## src/rtl/rden_align_pkg.sv

```systemverilog
`timescale 1ns/100ps
package rden_align_pkg;
  typedef enum logic [1:0] {
    CAL_IDLE = 2'd0,
    CAL_RUN  = 2'd1,
    CAL_DONE = 2'd2
  } cal_state_e;
endpackage

```

## src/rtl/rden_delay_line.sv

```systemverilog
`timescale 1ns/100ps
// Tapped shift register followed by a registered output stage.
module rden_delay_line #(
  parameter int DEPTH = 16,
  parameter int TAP_W = $clog2(DEPTH)
) (
  input  logic             clk,
  input  logic             rst,
  input  logic             din,
  input  logic [TAP_W-1:0] tap,
  output logic             dout
);
  logic [DEPTH-1:0] stages;
  logic             tapped;

  always_ff @(posedge clk) begin
    if (rst) stages <= '0;
    else     stages <= {stages[DEPTH-2:0], din};
  end

  // stage i holds the input sampled i+1 edges ago
  always_comb begin
    tapped = stages[DEPTH-1];
    for (int i = 0; i < DEPTH; i++) begin
      if (tap == TAP_W'(i)) tapped = stages[i];
    end
  end

  always_ff @(posedge clk) begin
    if (rst) dout <= 1'b0;
    else     dout <= tapped;
  end
endmodule

```

## src/rtl/rden_cal_ctrl.sv

```systemverilog
`timescale 1ns/100ps
// Times the gap from read-enable to pattern match and latches the tap.
module rden_cal_ctrl
  import rden_align_pkg::*;
#(
  parameter int DEPTH = 16,
  parameter int TAP_W = $clog2(DEPTH)
) (
  input  logic             clk,
  input  logic             rst,
  input  logic             cal_mode,
  input  logic             rden_in,
  input  logic             pat_match,
  output logic [TAP_W-1:0] tap,
  output logic             err
);
  localparam int CNT_W   = $clog2(DEPTH + 1);
  localparam int LIMIT   = DEPTH;
  localparam int MAX_TAP = DEPTH - 1;

  cal_state_e       state;
  logic [CNT_W-1:0] cnt;

  always_ff @(posedge clk) begin
    if (rst) begin
      state <= CAL_IDLE;
      cnt   <= '0;
      tap   <= '0;
      err   <= 1'b0;
    end else if (!cal_mode) begin
      state <= CAL_IDLE;
      cnt   <= '0;
    end else begin
      unique case (state)
        CAL_IDLE: begin
          if (rden_in) begin
            state <= CAL_RUN;
            cnt   <= '0;
            err   <= 1'b0;
          end
        end
        CAL_RUN: begin
          if (pat_match) begin
            tap   <= (cnt == '0) ? '0 : TAP_W'(cnt - 1'b1);
            state <= CAL_DONE;
          end else if (cnt == CNT_W'(LIMIT)) begin
            tap   <= TAP_W'(MAX_TAP);
            err   <= 1'b1;
            state <= CAL_DONE;
          end else begin
            cnt <= cnt + 1'b1;
          end
        end
        default: state <= CAL_DONE;
      endcase
    end
  end
endmodule

```

## src/rtl/rden_aligner.sv

```systemverilog
`timescale 1ns/100ps
module rden_aligner #(
  parameter int DEPTH = 16,
  parameter int TAP_W = $clog2(DEPTH)
) (
  input  logic             clk,
  input  logic             rst,
  input  logic             rden_in,
  input  logic             cal_mode,
  input  logic             pat_match,
  output logic [TAP_W-1:0] tap_sel,
  output logic             cal_err,
  output logic             rden_out
);
  rden_cal_ctrl #(.DEPTH(DEPTH), .TAP_W(TAP_W)) cal_i (
    .clk       (clk),
    .rst       (rst),
    .cal_mode  (cal_mode),
    .rden_in   (rden_in),
    .pat_match (pat_match),
    .tap       (tap_sel),
    .err       (cal_err)
  );

  rden_delay_line #(.DEPTH(DEPTH), .TAP_W(TAP_W)) dly_i (
    .clk  (clk),
    .rst  (rst),
    .din  (rden_in),
    .tap  (tap_sel),
    .dout (rden_out)
  );
endmodule

```

## config.mk

```make
export PLATFORM = sky130hd
export DESIGN_NAME = rden_aligner
export DESIGN_NICKNAME = d
export VERILOG_FILES = /design/src/rtl/rden_align_pkg.sv /design/src/rtl/rden_delay_line.sv /design/src/rtl/rden_cal_ctrl.sv /design/src/rtl/rden_aligner.sv
export SDC_FILE = /design/constraint.sdc
export NUM_CORES = 1
export LEC_CHECK = 0
export BUFFER_PORTS_ARGS = -buffer_cell sky130_fd_sc_hd__buf_2
export CAP_MARGIN = 25
export CORE_UTILIZATION = 48
export DETAILED_ROUTE_END_ITERATION = 10
export PLACE_DENSITY = 0.66
export SLEW_MARGIN = 20
export SYNTH_ARGS = -nofsm -noshare
export SYNTH_HDL_FRONTEND = slang
export SYNTH_SLANG_ARGS = --single-unit
export TNS_END_PERCENT = 20
```

## constraint.sdc

```tcl
create_clock -name clk -period 2.1 [get_ports clk]
set_clock_uncertainty 0.1 [all_clocks]
set_input_delay 0.105 -clock clk [delete_from_list [all_inputs] [get_ports clk]]
set_output_delay 0.105 -clock clk [all_outputs]
set_load 0.005 [all_outputs]
```

==> impl_results.rst <==
.. list-table::
   :header-rows: 1

   * - Metric
     - Value
   * - Shortest period the worst path allows
     - 1.939 ns
   * - Top cell types by occurrence after synthesis
     - 29 x sky130_fd_sc_hd__dfxtp_1, 18 x sky130_fd_sc_hd__nor2b_1, 17 x sky130_fd_sc_hd__nor2_1
   * - EDFF count, synth
     - 0
   * - Final estimated routing congestion in global placement
     - 0.8192
   * - End-of-flow core utilization
     - 57.61%
   * - Comb pwr share
     - 5.7%
   * - Clock network fraction of total power
     - 38.3%
   * - Remaining Overflow, GRT
     - 0
   * - Average size of a mapped cell
     - 8.784 sq um
   * - Pint
     - 776.7 uW
   * - FF+latch area
     - 581.8 sq um
   * - Final period util
     - 92.34%
   * - IO Count
     - 11
   * - Synthesis Warnings
     - 0
   * - Clock Tree Buf Depth
     - 2
   * - Clock H-tree levels
     - 2
   * - Achievable Freq
     - 515.7 MHz
   * - CTS tree
     - yes
   * - Placed cell count
     - 180
   * - IR Drop Worst-Case VDD
     - 0.0005283 V
   * - Lkg Pwr
     - 0.5538 nW
   * - Most used DFF post-synth
     - sky130_fd_sc_hd__dfxtp_1
   * - Number of sinks driven by the clock tree
     - 29
   * - Initial antenna violation count
     - 0
   * - Placeable Area
     - 0.002500 sq mm
   * - Switching fraction of total power
     - 23.27%
   * - Clock root buffer
     - sky130_fd_sc_hd__clkbuf_4
   * - Critical Path, Cell by Cell
     - inv_1 -> ha_1 -> and4bb_4 -> a41oi_1 -> a311oi_1 -> dlygate4sd3_1
   * - Starting utilization of the core area
     - 51.65%
   * - Kind of end point of the critical path
     - flip-flop
   * - Result of the run
     - finished clean
   * - Multi-input logic area
     - 654.4 sq um
   * - Vias per Instance
     - 5.500
   * - Number of vias after detailed routing
     - 1045
   * - Data arrival time of the critical path
     - 2.12 ns
   * - Worst-case setup margin in the final layout
     - 0.1608 ns
   * - Startpoint Class
     - flip-flop
   * - CP max stage delay
     - 0.57 ns
   * - Count of TritonRoute iterations in the first routing pass
     - 4
   * - Die Y
     - 53.87 um
   * - PD cells
     - 702.9 mW/mm^2
   * - Yosys reg bits
     - 29
   * - Drt total wl
     - 2.359 mm
   * - Final setup vio count
     - 0
   * - Count of antenna-violating nets left after detailed routing
     - 0
   * - Detail-routed net length per standard cell
     - 12.42 um
   * - Number of buffers inserted during clock tree synthesis
     - 5
   * - Number of filler cells placed in the layout
     - 233
   * - Relative area change from synthesis to final layout
     - 11.53%
   * - Max-cap violation count
     - 0
   * - Dominant cell by count in the synthesized netlist
     - sky130_fd_sc_hd__dfxtp_1
   * - Async set or reset register ratio after synthesis
     - 0%
   * - Proportion of netlist area held by the largest area contributor
     - 44.96%
   * - Proportion of power drawn by flip-flops and latches
     - 56.0%
   * - Category of the most critical setup path
     - reg -> reg
   * - Worst-path clk slew
     - 0.10 ns
   * - Count of different cell masters after synthesis
     - 31
   * - Total half-perimeter wirelength after legalization and detailed placement
     - 1.634 mm
   * - Worst Path Required
     - 2.28 ns
   * - First-pass GRT wire length
     - 4.071 mm
   * - Floorplan die width
     - 53.87 um
   * - Largest net degree at the start of global routing
     - 24
   * - Place WS
     - 0.2130 ns
   * - Count of buffers from port buffering
     - 10
   * - Sequential share of the synthesized area
     - 44.96%
   * - Clk_lat worst skew
     - 0.33 ns
   * - Final standard cell count with taps included and fillers excluded
     - 190
   * - Floorplan die area
     - 0.002901 sq mm
   * - Antenna Diode Count
     - 0
   * - Setup fix buffers added after clock tree synthesis
     - 0
   * - Fraction of final layout cells with drive strength greater than 1
     - 14.37%
   * - Starting DRC count in detailed routing
     - 25
   * - Unrepaired setup endpoints after global routing
     - false
   * - Remaining DRCs
     - 0
   * - Worst rel slew slack
     - 66.93%
   * - Max FO, Critical Path
     - 6
   * - Row count
     - 18
   * - Cell taking the most area after synthesis
     - sky130_fd_sc_hd__dfxtp_1
   * - Syn nets
     - 155
   * - Classification of the worst-slack hold path
     - in -> reg
   * - Final count of hold timing violations
     - 0
   * - Overall Global Routing Usage
     - 19.92%
   * - Vias in the first global route
     - 925
   * - Top area cells in the synthesized netlist
     - sky130_fd_sc_hd__dfxtp_1 45%, sky130_fd_sc_hd__nor2b_1 8.7%, sky130_fd_sc_hd__nor2_1 4.9%
   * - Switching power total
     - 235.6 uW
   * - Number of instances in the synthesized netlist
     - 147
   * - Number of pins exceeding their max-slew limit in the final report
     - 0
   * - Overall Power
     - 1.012 mW
   * - Final-layout setup total negative slack
     - 0 ns
   * - Master of the slowest instance on the critical path
     - sky130_fd_sc_hd__dlygate4sd3_1
   * - Pin slew with the least headroom to its limit
     - 0.4954 ns
   * - Synth Cell Area
     - 0.001291 sq mm
   * - Layout net count
     - 167
==> cell usage in the layout (no fill, tap or decap), types with 2 or more instances in the layout <==
| cell type | n |
|---|---|
| sky130_fd_sc_hd__xor2_1 | 5 |
| sky130_fd_sc_hd__o21ai_0 | 7 |
| sky130_fd_sc_hd__clkbuf_8 | 2 |
| sky130_fd_sc_hd__nand3_1 | 3 |
| sky130_fd_sc_hd__nand4_1 | 3 |
| sky130_fd_sc_hd__ha_1 | 3 |
| sky130_fd_sc_hd__inv_1 | 7 |
| sky130_fd_sc_hd__nor2_1 | 17 |
| sky130_fd_sc_hd__a21oi_1 | 10 |
| sky130_fd_sc_hd__dfxtp_1 | 28 |
| sky130_fd_sc_hd__mux2i_1 | 2 |
| sky130_fd_sc_hd__dlygate4sd3_1 | 2 |
| sky130_fd_sc_hd__clkbuf_4 | 5 |
| sky130_fd_sc_hd__nor3_1 | 10 |
| sky130_fd_sc_hd__nor2b_1 | 18 |
| sky130_fd_sc_hd__nand2b_1 | 6 |
| sky130_fd_sc_hd__buf_2 | 10 |
| sky130_fd_sc_hd__nand2_1 | 5 |
==> registers in the layout (all words and copies together) (netlist names) <==
register and flops:
cal_i.err 1, cal_i.cnt 5, dly_i.stages 16, dly_i.dout 1, cal_i.state 2, cal_i.tap 4
==> final timing paths <==
kind	from	end	slack, ns	cells after the start
hold / removal	cal_mode	cal_i.cnt[1]$_SDFFE_PP0P_	0.05	3
hold reg to reg	dly_i.stages[10]$_SDFF_PP0_	dly_i.stages[11]$_SDFF_PP0_	0.34	2
setup / recovery	cal_i.cnt[0]$_SDFFE_PP0P_	cal_i.err$_SDFFE_PP0P_	0.16	6
setup reg to reg	cal_i.cnt[0]$_SDFFE_PP0P_	cal_i.err$_SDFFE_PP0P_	0.16	6
==> power groups by stage <==
stage | logic [mW] | clock network (mW) | registers (mW)
after global routing | 0.0657 | 0.419 | 0.568
after global placement | 0.0549 | 0 | 0.579
final | 0.0580 | 0.388 | 0.567
after CTS | 0.0581 | 0.402 | 0.567
after floorplan | 0.0427 | 0 | 0.575
after detailed placement | 0.0562 | 0 | 0.580
==> layer usage <==
metal	GRT usage [%]	vias up	wire length (um)
met5	0	-	0
met4	7.895	0	51
met3	7.627	7	105
met2	27.57	19	968
met1	27.37	481	1234
li1	-	538	-
==> kinds of logic after synthesis <==
family / after synthesis / share of synthesized area (%)
AND/OR/NAND/NOR: 65 / 27.23
AO/OA/AOI/OAI: 29 / 15.60
flip-flops: 29 / 44.96
buffers and inverters: 14 / 4.360
XOR/XNOR: 5 / 3.391
adder cells (fa/ha/maj): 3 / 2.907
multiplexers: 2 / 1.550
==> cell type report <==
cell class,count,share of cell area [%]
multi-input cells,104,45.44
flip-flops and latches,29,40.40
repair buffers,12,4.865
clock buffers,7,4.518
well taps,30,2.606
inverters,7,1.825
clock inverters,1,0.3475
==> stage by stage <==
stage / hold slack, ns / area, sq um
after global routing: 0.06948 / 1440
after CTS: 0.04278 / 1439
final: 0.04791 / 1440
after detailed placement: 0.2500 / 1349
after floorplan: 0.07661 / 1291
after global placement: 0.2511 / 1349
==> worst max-delay path, delay by kind of cell (launching register included) <==
family	cells	cell delay [ns]
AO/OA/AOI/OAI	2	0.31
buffers and inverters	2	0.67
flip-flops	1	0.36
adder cells (fa/ha/maj)	1	0.17
AND/OR/NAND/NOR	1	0.27
==> repair_timing <==
| action | in CTS | in global routing |
|---|---|---|
| setup endpoints to repair | 0 | 1 |
| gates resized for setup | 0 | 1 |
| hold buffers | 2 | 0 |
| hold endpoints to repair | 2 | 0 |
Power figures use the tool's default switching activity.
